## config.mk

```make
export PLATFORM = sky130hd
export DESIGN_NAME = flash_seq_status
export DESIGN_NICKNAME = d
export VERILOG_FILES = /design/src/rtl/fss_pkg.sv /design/src/rtl/fss_w1c_bit.sv /design/src/rtl/fss_erase_sel.sv /design/src/rtl/flash_seq_status.sv
export SDC_FILE = /design/constraint.sdc
export NUM_CORES = 1
export LEC_CHECK = 0
export BUFFER_PORTS_ARGS = -buffer_cell sky130_fd_sc_hd__buf_4
export CAP_MARGIN = 0
export CORE_MARGIN = 4
export CORE_UTILIZATION = 37
export CTS_BUF_LIST = sky130_fd_sc_hd__clkbuf_4 sky130_fd_sc_hd__clkbuf_8 sky130_fd_sc_hd__clkbuf_16
export DETAILED_ROUTE_END_ITERATION = 8
export PLACE_DENSITY = 0.81
export SETUP_SLACK_MARGIN = 0.15
export SYNTH_ARGS = -nofsm -noshare
export SYNTH_HDL_FRONTEND = slang
export SYNTH_SLANG_ARGS = --single-unit
```

## constraint.sdc

```tcl
create_clock -name clk -period 3.36 [get_ports clk]
set_clock_uncertainty 0.15 [all_clocks]
set_input_delay 0.168 -clock clk [delete_from_list [all_inputs] [get_ports clk]]
set_output_delay 0.168 -clock clk [all_outputs]
set_load 0.1 [all_outputs]
```

## src/rtl/fss_pkg.sv

```systemverilog
package fss_pkg;
    localparam int STAT_W     = 16;
    localparam int BIT_DONE   = 0;
    localparam int BIT_ERR    = 1;
    localparam int BIT_AEL    = 2;
    localparam int BIT_ESZ_LO = 3;
    localparam int BIT_BUSY   = 5;
    localparam int BIT_STRAP  = 13;
    localparam int BIT_DVALID = 14;
    localparam int BIT_LOCK   = 15;
    localparam int N_STICKY   = 3;

    typedef enum logic [1:0] {
        ESZ_256B = 2'b00,
        ESZ_4K   = 2'b01,
        ESZ_8K   = 2'b10,
        ESZ_64K  = 2'b11
    } erase_code_e;

    typedef struct packed {
        logic lock;
        logic busy;
    } ctl_t;
endpackage

```

## src/rtl/fss_w1c_bit.sv

```systemverilog
module fss_w1c_bit (
    input  logic clk,
    input  logic rst_n,
    input  logic set_i,
    input  logic clr_i,
    output logic q_o
);
    logic flag_d, flag_q;

    always_comb begin
        flag_d = flag_q;
        if (clr_i) flag_d = 1'b0;
        if (set_i) flag_d = 1'b1;
    end

    always_ff @(posedge clk or negedge rst_n) begin
        if (!rst_n) flag_q <= 1'b0;
        else        flag_q <= flag_d;
    end

    assign q_o = flag_q;
endmodule

```

## src/rtl/fss_erase_sel.sv

```systemverilog
module fss_erase_sel
    import fss_pkg::*;
#(
    parameter int AW = 24
) (
    input  logic [AW-1:0] addr_i,
    input  logic [AW-1:0] bound_i,
    input  logic [1:0]    lo_i,
    input  logic [1:0]    hi_i,
    output erase_code_e   code_o
);
    logic below;

    always_comb begin
        below  = (addr_i < bound_i);
        code_o = below ? erase_code_e'(lo_i) : erase_code_e'(hi_i);
    end
endmodule

```

## src/rtl/flash_seq_status.sv

```systemverilog
module flash_seq_status
    import fss_pkg::*;
#(
    parameter int AW = 24
) (
    input  logic              clk,
    input  logic              rst_n,
    input  logic              reg_wr,
    input  logic [STAT_W-1:0] reg_wdata,
    output logic [STAT_W-1:0] reg_rdata,
    input  logic              go_req,
    output logic              cyc_start,
    input  logic              cyc_done,
    input  logic              prog_wr_req,
    output logic              prog_wr_grant,
    input  logic              desc_valid,
    input  logic              ovr_strap,
    input  logic              prot_block,
    input  logic              acc_viol,
    input  logic [1:0]        lo_size,
    input  logic [1:0]        hi_size,
    input  logic [AW-1:0]     flash_addr,
    input  logic [AW-1:0]     part_base
);
    localparam int RSV_LO = BIT_BUSY + 1;
    localparam int RSV_W  = BIT_STRAP - RSV_LO;

    ctl_t                ctl_d, ctl_q;
    logic [N_STICKY-1:0] st_set, st_clr, st_q;
    logic                go_ok, go_bad, err_evt, done_evt;
    erase_code_e         esize;
    logic                unused_wdata;

    assign unused_wdata = ^reg_wdata[BIT_LOCK-1:N_STICKY];

    always_comb begin
        ctl_d    = ctl_q;
        go_ok    = go_req && desc_valid && !ctl_q.busy && !st_q[BIT_ERR];
        go_bad   = go_req && (!desc_valid || ctl_q.busy);
        err_evt  = go_bad || prot_block || (prog_wr_req && ctl_q.busy);
        done_evt = ctl_q.busy && cyc_done;

        if (reg_wr && reg_wdata[BIT_LOCK]) ctl_d.lock = 1'b1;
        if (done_evt)                       ctl_d.busy = 1'b0;
        if (go_ok)                          ctl_d.busy = 1'b1;

        st_set           = '0;
        st_set[BIT_DONE] = done_evt;
        st_set[BIT_ERR]  = err_evt;
        st_set[BIT_AEL]  = acc_viol;
        st_clr           = reg_wr ? reg_wdata[N_STICKY-1:0] : '0;
    end

    always_ff @(posedge clk or negedge rst_n) begin
        if (!rst_n) ctl_q <= '0;
        else        ctl_q <= ctl_d;
    end

    for (genvar i = 0; i < N_STICKY; i++) begin : g_sticky
        fss_w1c_bit u_flag (
            .clk  (clk),
            .rst_n(rst_n),
            .set_i(st_set[i]),
            .clr_i(st_clr[i]),
            .q_o  (st_q[i])
        );
    end

    fss_erase_sel #(.AW(AW)) u_esel (
        .addr_i (flash_addr),
        .bound_i(part_base),
        .lo_i   (lo_size),
        .hi_i   (hi_size),
        .code_o (esize)
    );

    always_comb begin
        reg_rdata                         = '0;
        reg_rdata[BIT_LOCK]               = ctl_q.lock;
        reg_rdata[BIT_DVALID]             = desc_valid;
        reg_rdata[BIT_STRAP]              = ovr_strap;
        reg_rdata[RSV_LO +: RSV_W]        = '0;
        reg_rdata[BIT_BUSY]               = ctl_q.busy;
        reg_rdata[BIT_ESZ_LO +: 2]        = esize;
        reg_rdata[N_STICKY-1:0]           = st_q;
    end

    assign cyc_start     = go_ok;
    assign prog_wr_grant = prog_wr_req && !ctl_q.lock;
endmodule

```

==> metrics.md <==
| Metric | Value |
|---|---|
| CTS tree | built |
| Gr usage total | between 10% and 20% |
| DRT Pass-1 Iters | 4 |
| Sequential share of the synthesized area | between 10% and 20% |
| Crit start category | primary input |
| Syn avg cell area | between 7 and 8 µm² |
| Worst path max stage delay | roughly 0.36 ns |
| Vias in the first global route | around 1100 |
| Layout Area Growth over Synthesis | 67.1% |
| CTS root buf | clkbuf_4 |
| Gr ovfl total | 0 |
| Synth Area in Simple Gates | about an eighth |
| CP Max Fanout | 2 |
| Worst R2R End | reg_rdata[15] |
| Htree depth | 1 |
| Ys Warns | 0 |
| Vias per cell | 4.67 |
| Layout Utilization | approximately two thirds |
| Required time of the critical path | roughly 3.0 ns |
| Layout cells sized above 1 | between 40% and 50% |
| Crit path DAT | about 2.0 ns |
| CP delay by family, top | compound AO/OA/AOI/OAI gates |
| Area of the multi-input gates | around 600 µm² |
| Post-synth EDFFs | 0 |
| R2R cell count | 2 |
| Residual DRC | 0 |
| Antenna Cells | 0 |
| DP Area | 1420 µm² |
| Setup TNS | 0 ns |
| Wirelength per Cell | ~11 µm |
| Ports | 96 |
| Gpl congestion | around 0.83 |
| Distinct cells, synth | 20 |
| Dpl hpwl | 2310 µm |
| Top cells by area, synth | ha_1 (32%), dfrtp_1 (14%), buf_4 (10%) |
| Max Cap Viol | 0 |
| Status | finished, final reports clean |
| Final setup fails | 0 |
| Register Area | about 130 µm² |
| Clock latency on the worst-skew pair | about 0.24 ns |
| CP Depth | 9 |
| Worst min-delay path category | primary input to flip-flop |
| Mapped cell area | about 900 µm² |
| Fin area | ~1500 µm² |
| Site Rows | 17 |
| Detailed Route Iter0 Violations | 12 |
| RR Startpoint | reg_rdata[15] |
| PD cells | approximately 250 nW/µm² |
| Post-synthesis adder-cell area fraction | between 30% and 40% |
| Clock buffer depth | 2 |
| Initial antenna violation count | 0 |
| Count leader, synth | inv_1 |
| Top cell type's share of synthesized area | between 30% and 40% |
| Final Hold Viols | 0 |
| Vias | between 1000 and 1500 |
| Compound-cell area share of the yosys netlist | 18.4% |
| Final Net Count | 294 |
| Post-CTS setup buffer count | 0 |
| Largest family of logic cells by synthesized area | adder cells |
| First-pass GRT wire length | between 4000 and 5000 µm |
| Critical path class | primary input to primary output |
| CP max-delay cell | mux2_2 |
| FFs w/ async S/R, synth | between 90% and 100% |
| Highest clock rate | 440 MHz |
| Post-synthesis cell count | between 100 and 150 |
| Post-CTS sizing | 0 |
| R2r setup slk | ~2 ns |
| Clk sinks | 5 |
| #FFs+latches synth | 5 |
| Min cycle time layout | approximately 2.3 ns |
| Final Max Tran Viols | 0 |
| DIE AREA | between 3000 and 4000 µm² |
| Clock transition at path regs | around 0.040 ns |
| Period Utilization, post-route | between 60% and 70% |
| Worst hold endpoint | g_sticky[0].u_flag.q_o |
| Crit-path cells | buf_4, ha_1, a21o_1, a21o_1, a21oi_1, o21ai_0, a21oi_1, mux2_2, buf_4 |
| Main synth FF type | dfrtp_1 |
| Unrepaired setup endpoints after global routing | no |
| Layout fillers | 201 |
| Synth area leader | ha_1 |
| Largest net degree at the start of global routing | 6 |
| Critical Path Start | flash_addr[21] |
| CP Capture Type | primary output |
| DIE HEIGHT | approximately 57 µm |
| Die width | approximately 57 µm |
| Worst hold stages | 2 |
| Std-Cell Core Area | around 2300 µm² |
| Commonest cells in the netlist | inv_1 (24), ha_1 (23), a21oi_1 (13) |
| DRT antenna net count | 0 |
| Initial core utilization | between 30 and 40% |
| Leak pwr | 0.911 nW |
| Post-Synth XOR/XNOR Area | 0% |
| # port buffers | 74 |
| Mux cell area share after synthesis | roughly 2.5% |
| CTS Buf Count | 3 |
| HP Start | cyc_done |
| Buffers & Inverters on Critical Path | 2 |
| WL final | 2520 µm |
| Peak supply drop | just over 0.0002 V |
## timing repair
action                                  4_1_cts  5_1_grt
endpoints found under the setup margin        0        0
hold endpoints to repair                      8        0
hold buffers                                  5        0
## cell families (layout without fill, tap and decap cells)
family | Yosys count | after routing
AO/OA/AOI/OAI | 28 | 28
adder cells (fa/ha/maj) | 23 | 23
buffers and inverters | 36 | 107
flip-flops | 5 | 5
multiplexers | 2 | 2
other | 1 | 7
AND/OR/NAND/NOR | 20 | 20
## how the worst max path moves through the flow
| stage | slack (ns) | to |
|---|---|---|
| finish | 1.08 | reg_rdata[3] |
| global route | 0.92 | reg_rdata[3] |
| CTS | 1.06 | reg_rdata[3] |
| detailed placement | 1.07 | reg_rdata[3] |
| global placement | 1.09 | reg_rdata[3] |
| floorplan | 0.82 | prog_wr_grant |
## registers in the layout (all words and copies together) (netlist names)
name and count:
reg_rdata 2, g_sticky.u_flag.q_o 3
## layout by cell type, fill, tap and decap left out
master	n
nand4_1	3
nor4b_2	1
mux2_2	2
dfrtp_1	5
nand2_1	9
o21ai_1	1
a41oi_1	1
inv_1	24
nand4b_1	1
clkbuf_4	4
o21ai_0	5
buf_4	74
dlygate4sd3_1	5
ha_1	23
a22o_1	1
conb_1	7
a21o_1	7
and3b_1	1
nor2b_1	3
and3_1	1
a21oi_1	13
nor2_1	1
## layer usage
| layer | track usage [%] | vias up | share of wire [%] |
|---|---|---|---|
| li1 | - | 523 | - |
| met1 | 15.3 | 466 | 34 |
| met2 | 31.0 | 38 | 59 |
| met3 | 2.94 | 0 | 7.5 |
| met4 | 4.30 | 0 | 0 |
| met5 | 0 | - | 0 |
## cell type report
type                            instances  share of cell area (%)
Inverter                               24                    6.00
Clock buffer                            4                    2.00
Timing Repair Buffer                   79                    40.3
Multi-Input combinational cell         80                    41.0
Sequential cell                         5                    8.33
Tap cell                               28                    2.33
## where the power goes
part	switching [mW]	internal (mW)
Combinational	0.137	0.0927
Clock	0.0272	0.0531
Sequential	0.00250	0.0637
Total	0.167	0.210
## worst register-to-register path: cells and delay by family (launching register included)
family	cells	cell delay [ns]
compound gates	1	0.16
buf+inv	1	0.57
flops	1	0.40
## metrics by stage
step | setup WS, ns | cells | total power, mW | hold slack, ns
final | 1.08 | 220 | 0.376 | 0.0153
after global routing | 0.922 | 220 | 0.405 | 0.0148
after CTS | 1.06 | 220 | 0.384 | 0.00230
after detailed placement | 1.07 | 211 | 0.295 | -0.175
after global placement | 1.09 | 211 | 0.288 | -0.178
after floorplan | 0.820 | 121 | 0.227 | -0.278
No activity file was read; power rests on OpenSTA's default activity.
